### config.mk
export PLATFORM = sky130hd
export DESIGN_NAME = uart_addr_rx
export DESIGN_NICKNAME = d
export VERILOG_FILES = /design/src/rtl/uart_addr_rx_pkg.sv /design/src/rtl/uart_rx_sync.sv /design/src/rtl/uart_rx_shifter.sv /design/src/rtl/uart_rx_hold.sv /design/src/rtl/uart_addr_rx.sv
export SDC_FILE = /design/constraint.sdc
export NUM_CORES = 1
export LEC_CHECK = 0
export CAP_MARGIN = 40
export CORE_ASPECT_RATIO = 1.25
export CORE_MARGIN = 2
export CORE_UTILIZATION = 57
export CTS_CLUSTER_DIAMETER = 30
export CTS_CLUSTER_SIZE = 10
export DETAILED_ROUTE_END_ITERATION = 6
export PLACE_DENSITY = 0.81
export SYNTH_ARGS = -nofsm -noshare
export SYNTH_HDL_FRONTEND = slang
export SYNTH_SLANG_ARGS = --single-unit
### constraint.sdc
create_clock -name clk -period 1.9 [get_ports clk]
set_clock_uncertainty 0.05 [all_clocks]
set_input_delay 0.285 -clock clk [delete_from_list [all_inputs] [get_ports clk]]
set_output_delay 0.285 -clock clk [all_outputs]
set_load 0.03 [all_outputs]
### src/rtl/uart_addr_rx_pkg.sv
package uart_addr_rx_pkg;

    parameter int DATA_W = 8;

    typedef enum logic [2:0] {
        RX_IDLE,
        RX_START,
        RX_DATA,
        RX_STOP,
        RX_BREAK
    } rx_state_e;

    typedef struct packed {
        logic [DATA_W-1:0] data;
        logic              bit9;
        logic              stop_ok;
    } rx_frame_t;

endpackage

### src/rtl/uart_rx_sync.sv
module uart_rx_sync #(
    parameter int STAGES = 2
) (
    input  logic clk,
    input  logic rst_n,
    input  logic din,
    output logic dout
);
    logic [STAGES-1:0] pipe_d, pipe_q;

    generate
        if (STAGES == 1) begin : g_single
            always_comb pipe_d = din;
        end else begin : g_chain
            always_comb pipe_d = {pipe_q[STAGES-2:0], din};
        end
    endgenerate

    always_ff @(posedge clk or negedge rst_n) begin
        if (!rst_n) pipe_q <= '1;
        else        pipe_q <= pipe_d;
    end

    assign dout = pipe_q[STAGES-1];
endmodule

### src/rtl/uart_rx_shifter.sv
module uart_rx_shifter
    import uart_addr_rx_pkg::*;
#(
    parameter int OVERSAMPLE = 16
) (
    input  logic      clk,
    input  logic      rst_n,
    input  logic      enable,
    input  logic      line,
    input  logic      tick,
    input  logic      nine_bit,
    output logic      done,
    output rx_frame_t frame
);
    localparam int CNT_W  = $clog2(OVERSAMPLE);
    localparam int HALF   = OVERSAMPLE / 2;
    localparam int IDX_W  = $clog2(DATA_W + 1);
    localparam logic [CNT_W-1:0] CNT_HALF = CNT_W'(HALF - 1);
    localparam logic [CNT_W-1:0] CNT_FULL = CNT_W'(OVERSAMPLE - 1);

    typedef struct packed {
        rx_state_e         state;
        logic [CNT_W-1:0]  cnt;
        logic [IDX_W-1:0]  idx;
        logic [DATA_W:0]   shreg;
        logic              done;
        rx_frame_t         frame;
    } shift_st_t;

    shift_st_t st_d, st_q;
    logic [IDX_W-1:0] last_idx;
    logic             centre;

    always_comb begin
        last_idx = nine_bit ? IDX_W'(DATA_W) : IDX_W'(DATA_W - 1);
        centre   = tick && (st_q.cnt == CNT_FULL);
        st_d      = st_q;
        st_d.done = 1'b0;
        if (!enable) begin
            st_d.state = RX_IDLE;
            st_d.cnt   = '0;
            st_d.idx   = '0;
        end else begin
            unique case (st_q.state)
                RX_IDLE: begin
                    if (tick && !line) begin
                        st_d.state = RX_START;
                        st_d.cnt   = CNT_W'(1);
                    end
                end
                RX_START: begin
                    if (tick) begin
                        if (st_q.cnt == CNT_HALF) begin
                            st_d.cnt   = '0;
                            st_d.idx   = '0;
                            st_d.shreg = '0;
                            st_d.state = line ? RX_IDLE : RX_DATA;
                        end else begin
                            st_d.cnt = st_q.cnt + CNT_W'(1);
                        end
                    end
                end
                RX_DATA: begin
                    if (centre) begin
                        st_d.cnt = '0;
                        st_d.shreg[st_q.idx] = line;
                        if (st_q.idx == last_idx) st_d.state = RX_STOP;
                        else                      st_d.idx = st_q.idx + IDX_W'(1);
                    end else if (tick) begin
                        st_d.cnt = st_q.cnt + CNT_W'(1);
                    end
                end
                RX_STOP: begin
                    if (centre) begin
                        st_d.cnt           = '0;
                        st_d.done          = 1'b1;
                        st_d.frame.data    = st_q.shreg[DATA_W-1:0];
                        st_d.frame.bit9    = st_q.shreg[DATA_W];
                        st_d.frame.stop_ok = line;
                        st_d.state         = line ? RX_IDLE : RX_BREAK;
                    end else if (tick) begin
                        st_d.cnt = st_q.cnt + CNT_W'(1);
                    end
                end
                RX_BREAK: begin
                    if (line) st_d.state = RX_IDLE;
                end
                default: st_d.state = RX_IDLE;
            endcase
        end
    end

    always_ff @(posedge clk or negedge rst_n) begin
        if (!rst_n) begin
            st_q       <= '0;
            st_q.state <= RX_IDLE;
        end else begin
            st_q <= st_d;
        end
    end

    assign done  = st_q.done;
    assign frame = st_q.frame;
endmodule

### src/rtl/uart_rx_hold.sv
module uart_rx_hold
    import uart_addr_rx_pkg::*;
(
    input  logic              clk,
    input  logic              rst_n,
    input  logic              enable,
    input  logic              nine_bit,
    input  logic              addr_det,
    input  logic              done,
    input  rx_frame_t         frame,
    input  logic              rd_strobe,
    output logic [DATA_W-1:0] data,
    output logic              bit9,
    output logic              flag,
    output logic              ferr,
    output logic              oerr
);
    typedef struct packed {
        logic [DATA_W-1:0] data;
        logic              bit9;
        logic              flag;
        logic              ferr;
        logic              oerr;
    } hold_st_t;

    hold_st_t hs_d, hs_q;
    logic kept, occupied;

    always_comb begin
        kept     = !(nine_bit && addr_det && !frame.bit9);
        occupied = hs_q.flag && !rd_strobe;
        hs_d     = hs_q;
        if (rd_strobe) hs_d.flag = 1'b0;
        if (!enable) begin
            hs_d.oerr = 1'b0;
        end else if (done && kept && !hs_q.oerr) begin
            if (occupied) begin
                hs_d.oerr = 1'b1;
            end else begin
                hs_d.data = frame.data;
                hs_d.bit9 = nine_bit && frame.bit9;
                hs_d.ferr = !frame.stop_ok;
                hs_d.flag = 1'b1;
            end
        end
    end

    always_ff @(posedge clk or negedge rst_n) begin
        if (!rst_n) hs_q <= '0;
        else        hs_q <= hs_d;
    end

    assign data = hs_q.data;
    assign bit9 = hs_q.bit9;
    assign flag = hs_q.flag;
    assign ferr = hs_q.ferr;
    assign oerr = hs_q.oerr;
endmodule

### src/rtl/uart_addr_rx.sv
module uart_addr_rx
    import uart_addr_rx_pkg::*;
#(
    parameter int OVERSAMPLE  = 16,
    parameter int SYNC_STAGES = 2
) (
    input  logic              clk,
    input  logic              rst_n,
    input  logic              rx_line,
    input  logic              tick,
    input  logic              rx_en,
    input  logic              nine_bit_mode,
    input  logic              addr_det_en,
    input  logic              rd_strobe,
    output logic [DATA_W-1:0] rd_data,
    output logic              rd_bit9,
    output logic              rx_flag,
    output logic              frame_err,
    output logic              overrun_err
);
    logic      line_s;
    logic      frame_done_w;
    rx_frame_t frame_w;

    uart_rx_sync #(.STAGES(SYNC_STAGES)) i_sync (
        .clk  (clk),
        .rst_n(rst_n),
        .din  (rx_line),
        .dout (line_s)
    );

    uart_rx_shifter #(.OVERSAMPLE(OVERSAMPLE)) i_shift (
        .clk     (clk),
        .rst_n   (rst_n),
        .enable  (rx_en),
        .line    (line_s),
        .tick    (tick),
        .nine_bit(nine_bit_mode),
        .done    (frame_done_w),
        .frame   (frame_w)
    );

    uart_rx_hold i_hold (
        .clk      (clk),
        .rst_n    (rst_n),
        .enable   (rx_en),
        .nine_bit (nine_bit_mode),
        .addr_det (addr_det_en),
        .done     (frame_done_w),
        .frame    (frame_w),
        .rd_strobe(rd_strobe),
        .data     (rd_data),
        .bit9     (rd_bit9),
        .flag     (rx_flag),
        .ferr     (frame_err),
        .oerr     (overrun_err)
    );
endmodule

==> flow_summary.yaml, run 1 <==
synthesis:
  synthAdderAreaFrac_pct: 2.77
  synth_nets: 220
  synth_edf_count: 0
  syn_area_um2: 2260
  synth-seq-cells: 45
  synth_top_family_by_area: "simple AND/OR/NAND/NOR gates"
  yosys.area_share.simple_pct: 18.8
  synth-seq-area-share_pct: 50.0
  synthCells: 207
  synth_top_area_share_pct: 47.7
  yosysTopAreaCell: "dfrtp_1"
  synth-compound-area-share_pct: 14.3
  synth_area_leaders: "dfrtp_1 48%, mux2_2 9.0%, nand2_1 3.5%"
  synth_area_per_cell_um2: 10.9
  synthXorXnorAreaFrac_pct: 0
  synth_cell_types: 49
  synthMuxAreaShare_pct: 9.87
  synth_ff_type: "dfrtp_1"
  synth.yosys.warnings: 0
  synthArstFlopShare_pct: 100
timing:
  slew_headroom_pct: 68.6
  rsz0062_at_grt: "false"
  fin_ws_ps: 157
  post-route-period-util_pct: 91.7
  finalHoldViolCount: 0
  fin_crit_ps: 1740
  drv_slew: 0
  worst_pin_slew_ps: 468
  max_freq_ghz: 0.574
  setup_viol: 0
detailed_routing:
  wl_um: 4380
  drc: 0
  firstDrtPassIters: 4
  drt_iter0_drc: 79
  drt-wirelength-per-cell_um: 14.7
  vias: 1677
  viasPerCell: 5.63
  ant_nets: 0
global_routing:
  grt_pass1_vias: 1748
  met2_usage_pct: 39.0
  grt_pass1_wl_um: 7740
  grt_overflow: 0
  antenna_found_initial: 0
  grt.total_usage_pct: 23.2
  grt-busiest-layer: "met2"
  grt_max_degree: 27
  grtUsageMet3_pct: 5.74
  use_met1_pct: 27.7
die:
  start_util_pct: 59.6
  core_um2: 3780
  fp.dieH_um: 74.4
  ios: 20
  fp.dieW_um: 60.3
  dieArea_um2: 4480
  fp-row-count: 25
setup_path:
  worstPathRequired_ps: 2050
  timing.rr.end: "i_shift.frame[2]$_DFFE_PN0P_"
  cpPeakStageDelay_ps: 410
  timing.rr.start: "i_shift.st_q[24]$_DFFE_PN0P_"
  cp.arrival_ps: 1890
  critPathMaxFanout: 10
  r2r_slack_ps: 160
  critPathSlowestCell: "dfrtp_1"
  crit_path_end_kind: "flip-flop"
  ff2ff_path_depth: 5
  critical_path_class: "flip-flop to flip-flop"
  startpoint_type: "flip-flop"
  crit_chain: "ha_1 > and3_2 > and3_4 > nand3_4 > mux2_2"
finish:
  fin_util_pct: 72.1
  fin_cells: 298
  areaGrowthSynthToFinish_pct: 21.0
  final_nets: 256
  diodes: 0
  fillers: 281
  drive_above_1_share_pct: 26.2
outcome:
  status: "finished clean"
place:
  dp_slack_ps: -50.3
  place_hpwl_um: 3180
  dp_cells: 289
  routabilityCongestion: 0.839
  portBuffers: 19
pwr:
  p_leak_nw: 1.26
  max-vdd-ir-drop_uv: 514
  power_density_nw_per_um2: 664
flow_run:
  maxCapViolations: 0
clocking:
  clk_pin_slew_worst_paths_ps: 90
  clockBufferDepth: 2
  clockRootBuffer: "clkbuf_8"
  cts_max_level: 2
  clock_sinks: 45
  cts_buffers: 5
  worstSkewPairLatency_ps: 310
  cts_setup_buffers: 0
  cts_tree: "done"
min_path:
  worstHoldPathType: "flip-flop to flip-flop"
  hold_depth: 0
  min_to: "i_sync.pipe_q[1]$_DFF_PN1_"
  worstHoldStart: "i_sync.pipe_q[0]$_DFF_PN1_"
## area by class of cell
cell class | instances | area, µm² | area share (%)
timing repair buffer | 37 | 335 | 12.3
multi-input combinational | 143 | 1040 | 38.1
tap | 54 | 67.6 | 2.47
clock inverter | 3 | 46.3 | 1.70
sequential | 45 | 1130 | 41.4
clock buffer | 5 | 68.8 | 2.52
inverter | 11 | 41.3 | 1.51
## sequential cells by signal, indices dropped and copies added (netlist names)
signal / count
i_shift.st_q: 20
i_shift.frame: 10
i_hold.data: 8
i_sync.pipe_q: 2
i_hold.bit9: 1
i_hold.ferr: 1
i_hold.flag: 1
i_hold.oerr: 1
i_shift.done: 1
## synth_stat cells (2+ instances only)
cell,count
and2b_2,2
mux2_2,18
o21ai_0,13
or3b_1,2
o22ai_1,4
inv_1,11
a31oi_1,2
buf_6,2
a21bo_2,4
a211oi_1,2
dfstp_2,2
o211ai_1,3
nand4_1,4
buf_2,4
ha_1,5
nor2b_1,3
nand3_1,7
nor3b_2,2
and3_1,3
mux2i_1,2
nor3b_1,2
nand2b_1,4
nor2_1,7
nand2_1,21
a21oi_1,11
o221ai_1,2
dfrtp_1,43
## worst max-delay path by stage
stage | start | end | slack, ps | cells after the start
6_report | i_shift.st_q[24]$_DFFE_PN0P_ | i_shift.frame[2]$_DFFE_PN0P_ | 160 | 5
4_1_cts | i_shift.st_q[29]$_DFFE_PN0P_ | i_shift.st_q[17]$_DFFE_PN0P_ | 130 | 4
3_3_place_gp | rx_en | i_shift.st_q[12]$_DFFE_PN0P_ | -30 | 7
5_1_grt | i_shift.st_q[24]$_DFFE_PN0P_ | i_shift.st_q[12]$_DFFE_PN0P_ | 50 | 6
3_5_place_dp | rx_en | i_shift.st_q[17]$_DFFE_PN0P_ | -50 | 6
2_1_floorplan | i_shift.st_q[24]$_DFFE_PN0P_ | i_shift.frame[0]$_DFFE_PN0P_ | 190 | 6
## worst max-delay path: cells and delay by family (launching register included)
kind,cells,cell delay (ps)
DFF,1,410
and+or+nand+nor,3,590
muxes,1,360
adders and majority gates,1,220
## cell families after synthesis
group                      after synthesis
AOI/OAI and AO/OA                       48
and+or+nand+nor                         70
DFF                                     45
buffers and inverters                   19
muxes                                   20
adders and majority gates                5
## repair_timing
| action | CTS | global route |
|---|---|---|
| gates resized for setup | 0 | 4 |
| hold buffers | 1 | 0 |
| setup endpoints to repair | 0 | 2 |
| hold endpoints to repair | 17 | 0 |
## metal layers
metal	routed length (µm)	up-vias
met5	0	-
met4	85	0
met3	134	6
met2	2150	30
met1	2010	822
li1	-	819
## through the flow
step	instance area (µm²)	setup TNS [ps]	total power [W]	hold WS, ps
finish	2730	0	0.00181	308
global route	2730	0	0.00188	312
CTS	2720	0	0.00183	310
detailed placement	2600	-523	0.00109	214
global placement	2600	-113	0.00109	212
floorplan	2260	0	0.00103	-60.6
## report_power, final
group,total (W),internal [W],switching (W)
registers,0.000975,0.000966,0.00000883
logic,0.000102,0.0000463,0.0000555
clock network,0.000736,0.000394,0.000343
## placed cells by master, fill, tap and decap left out, types with 2 or more instances in the layout
| cell | Yosys | final |
|---|---|---|
| nand2b_1 | 4 | 4 |
| a31oi_1 | 2 | 2 |
| ha_1 | 5 | 5 |
| clkdlybuf4s50_1 | 0 | 18 |
| o21ai_0 | 13 | 13 |
| o22ai_1 | 4 | 4 |
| mux2_2 | 18 | 18 |
| dfrtp_1 | 43 | 41 |
| nor2b_1 | 3 | 3 |
| dfstp_2 | 2 | 2 |
| o221ai_1 | 2 | 2 |
| mux2i_1 | 2 | 2 |
| nand2_1 | 21 | 21 |
| a211oi_1 | 2 | 2 |
| o211ai_1 | 3 | 3 |
| a21bo_2 | 4 | 4 |
| nand3_1 | 7 | 7 |
| nor3b_2 | 2 | 3 |
| and3_1 | 3 | 2 |
| clkbuf_8 | 0 | 5 |
| nor2_1 | 7 | 7 |
| a21oi_1 | 11 | 11 |
| nand4_1 | 4 | 4 |
| and2b_2 | 2 | 2 |
| buf_4 | 1 | 16 |
| or3b_1 | 2 | 2 |
| dfrtp_2 | 0 | 2 |
| inv_1 | 11 | 11 |
Power figures use the tool's default switching activity.
==> run 2: changes to the inputs <==
--- a/config.mk
+++ b/config.mk
@@ -16,3 +16,4 @@
 export SYNTH_ARGS = -nofsm -noshare
 export SYNTH_HDL_FRONTEND = slang
 export SYNTH_SLANG_ARGS = --single-unit
+export TNS_END_PERCENT = 30
==> results of run 2 <==
Final layout, timing and power as in run 1 (identical DEF).
==> run 3: changes to the inputs <==
--- a/config.mk
+++ b/config.mk
@@ -5,8 +5,8 @@
 export SDC_FILE = /design/constraint.sdc
 export NUM_CORES = 1
 export LEC_CHECK = 0
-export CAP_MARGIN = 40
-export CORE_ASPECT_RATIO = 1.25
+export CAP_MARGIN = 20
+export CORE_ASPECT_RATIO = 1.5
 export CORE_MARGIN = 2
 export CORE_UTILIZATION = 57
 export CTS_CLUSTER_DIAMETER = 30
==> flow_summary.yaml, run 3 (same netlist as run 1, synthesis figures left out) <==
detailed_routing:
  viasPerCell: 5.80
  routed-wl-met3_um: 115
  highest_layer: "met4"
  vias: 1665
  ant_nets: 0
  drt_iter0_drc: 34
  drt-wirelength-per-cell_um: 15.1
  firstDrtPassIters: 4
  route.met2.wl_um: 2280
  wl_um: 4340
  drc: 0
  drt-met1-wl_um: 1870
place:
  routabilityCongestion: 0.842
  dp_cells: 278
  place_hpwl_um: 3290
  dpl-instance-area_um2: 2560
  dp_slack_ps: -69.6
  portBuffers: 19
global_routing:
  grt_overflow: 0
  antenna_found_initial: 0
  grt.total_usage_pct: 21.4
  grt_pass1_vias: 1623
  grt_pass1_wl_um: 7560
  grt_max_degree: 21
die:
  core_um2: 3890
  start_util_pct: 58.0
  fp.dieH_um: 81.1
  fp-row-count: 28
  ios: 20
  dieArea_um2: 4490
  fp.dieW_um: 55.4
clocking:
  cts_buffers: 5
  clockRootBuffer: "clkbuf_8"
  cts_max_level: 2
  clk_pin_slew_worst_paths_ps: 80
  cts_setup_buffers: 0
  clock_sinks: 45
  worstSkewPairLatency_ps: 300
  clockBufferDepth: 2
  cts_tree: "done"
finish:
  fin_area_um2: 2690
  regMostFlops: "i_shift.st_q"
  fillers: 281
  layout_common_cells: "43 x dfrtp_1, 21 x nand2_1, 18 x mux2_2, 18 x clkdlybuf4s50_1, 15 x buf_4"
  fin_cells: 287
  final_common_cell: "dfrtp_1"
  final_nets: 254
  largest_register_ffs: 20
  areaGrowthSynthToFinish_pct: 19.2
  multi_input_area_um2: 1040
  drive_above_1_share_pct: 24.4
  seq_area_um2: 1130
  diodes: 0
setup_path:
  critPathSlowestCell: "dfrtp_1"
  r2r_slack_ps: 120
  worstPathRequired_ps: 2030
  timing.rr.start: "i_shift.st_q[24]$_DFFE_PN0P_"
  critPathMaxFanout: 10
  crit_chain: "ha_1 > and3_2 > and3_4 > nand3_4 > mux2_2"
  cp.arrival_ps: 1910
  cpPeakStageDelay_ps: 400
  crit_path_end_kind: "flip-flop"
  critical_path_class: "flip-flop to flip-flop"
  startpoint_type: "flip-flop"
  timing.rr.end: "i_shift.frame[9]$_DFFE_PN0P_"
  ff2ff_path_depth: 5
  cp-startpoint: "i_shift.st_q[24]$_DFFE_PN0P_"
timing:
  finalHoldViolCount: 0
  setup_viol: 0
  max_freq_ghz: 0.562
  fin_crit_ps: 1780
  rsz0062_at_grt: "false"
  hold_ws_ps: 310
  worst_pin_slew_ps: 455
  fin_ws_ps: 122
  post-route-period-util_pct: 93.6
  slew_headroom_pct: 69.7
  drv_slew: 0
  setup-tns-final_ps: 0
min_path:
  min_to: "i_sync.pipe_q[1]$_DFF_PN1_"
  worstHoldStart: "i_sync.pipe_q[0]$_DFF_PN1_"
  worstHoldPathType: "flip-flop to flip-flop"
  hold_depth: 0
pwr:
  p_leak_nw: 1.25
  max-vdd-ir-drop_uv: 764
  power_density_nw_per_um2: 670
outcome:
  status: "finished clean"
flow_run:
  maxCapViolations: 0
[run 3: cell types whose count changed in the layout (fill, tap and decap cells not counted), sizes merged]
cell | before | now
buf | 18 | 16
clkbuf | 5 | 7
clkinv | 1 | 0
clkinvlp | 1 | 0
[run 3: timing repair]
action | in CTS | in global routing
resized for setup | 0 | 2
hold endpoints to repair | 18 | 0
setup endpoints to repair | 0 | 2
hold buffers | 1 | 0
[run 3: per-stage QoR]
step,utilization (%),power [W]
final,69.2,0.00180
after global routing,69.2,0.00188
after CTS,69.0,0.00182
after detailed placement,65.8,0.00109
after global placement,65.8,0.00109
after floorplan,-,0.00103
[run 3: critical path: cells and delay by family, from the launching register on]
family | cells | cell delay, ps
adder cells (fa/ha/maj) | 1 | 240
flip-flops | 1 | 400
multiplexers | 1 | 350
AND/OR/NAND/NOR | 3 | 600
[run 3: worst max-delay path by stage]
stage	cells past startpoint	to
global placement	5	i_shift.frame[0]$_DFFE_PN0P_
global route	6	i_shift.st_q[11]$_DFFE_PN0P_
detailed placement	5	i_shift.frame[9]$_DFFE_PN0P_
floorplan	6	i_shift.frame[0]$_DFFE_PN0P_
CTS	5	i_shift.frame[9]$_DFFE_PN0P_
finish	5	i_shift.frame[9]$_DFFE_PN0P_
[run 3: final cells by class]
cell class,count,area share [%]
timing repair buffer,35,11.4
inverter,11,1.53
clock inverter,1,1.12
sequential,45,42.0
multi-input combinational,143,38.7
clock buffer,7,3.21
tap,45,2.09
[run 3: routing by layer]
layer | GRT usage (%) | up-vias
met5 | 0 | -
met3 | 3.34 | 5
met4 | 8.78 | 0
met2 | 39.2 | 36
met1 | 25.0 | 810
li1 | - | 814
[run 3: report_power, final]
part	leakage [nW]	internal, W	switching, W
registers	0.609	0.000966	0.00000805
clock network	0.0585	0.000429	0.000302
logic	0.585	0.0000422	0.0000550
total	1.25	0.00144	0.000365
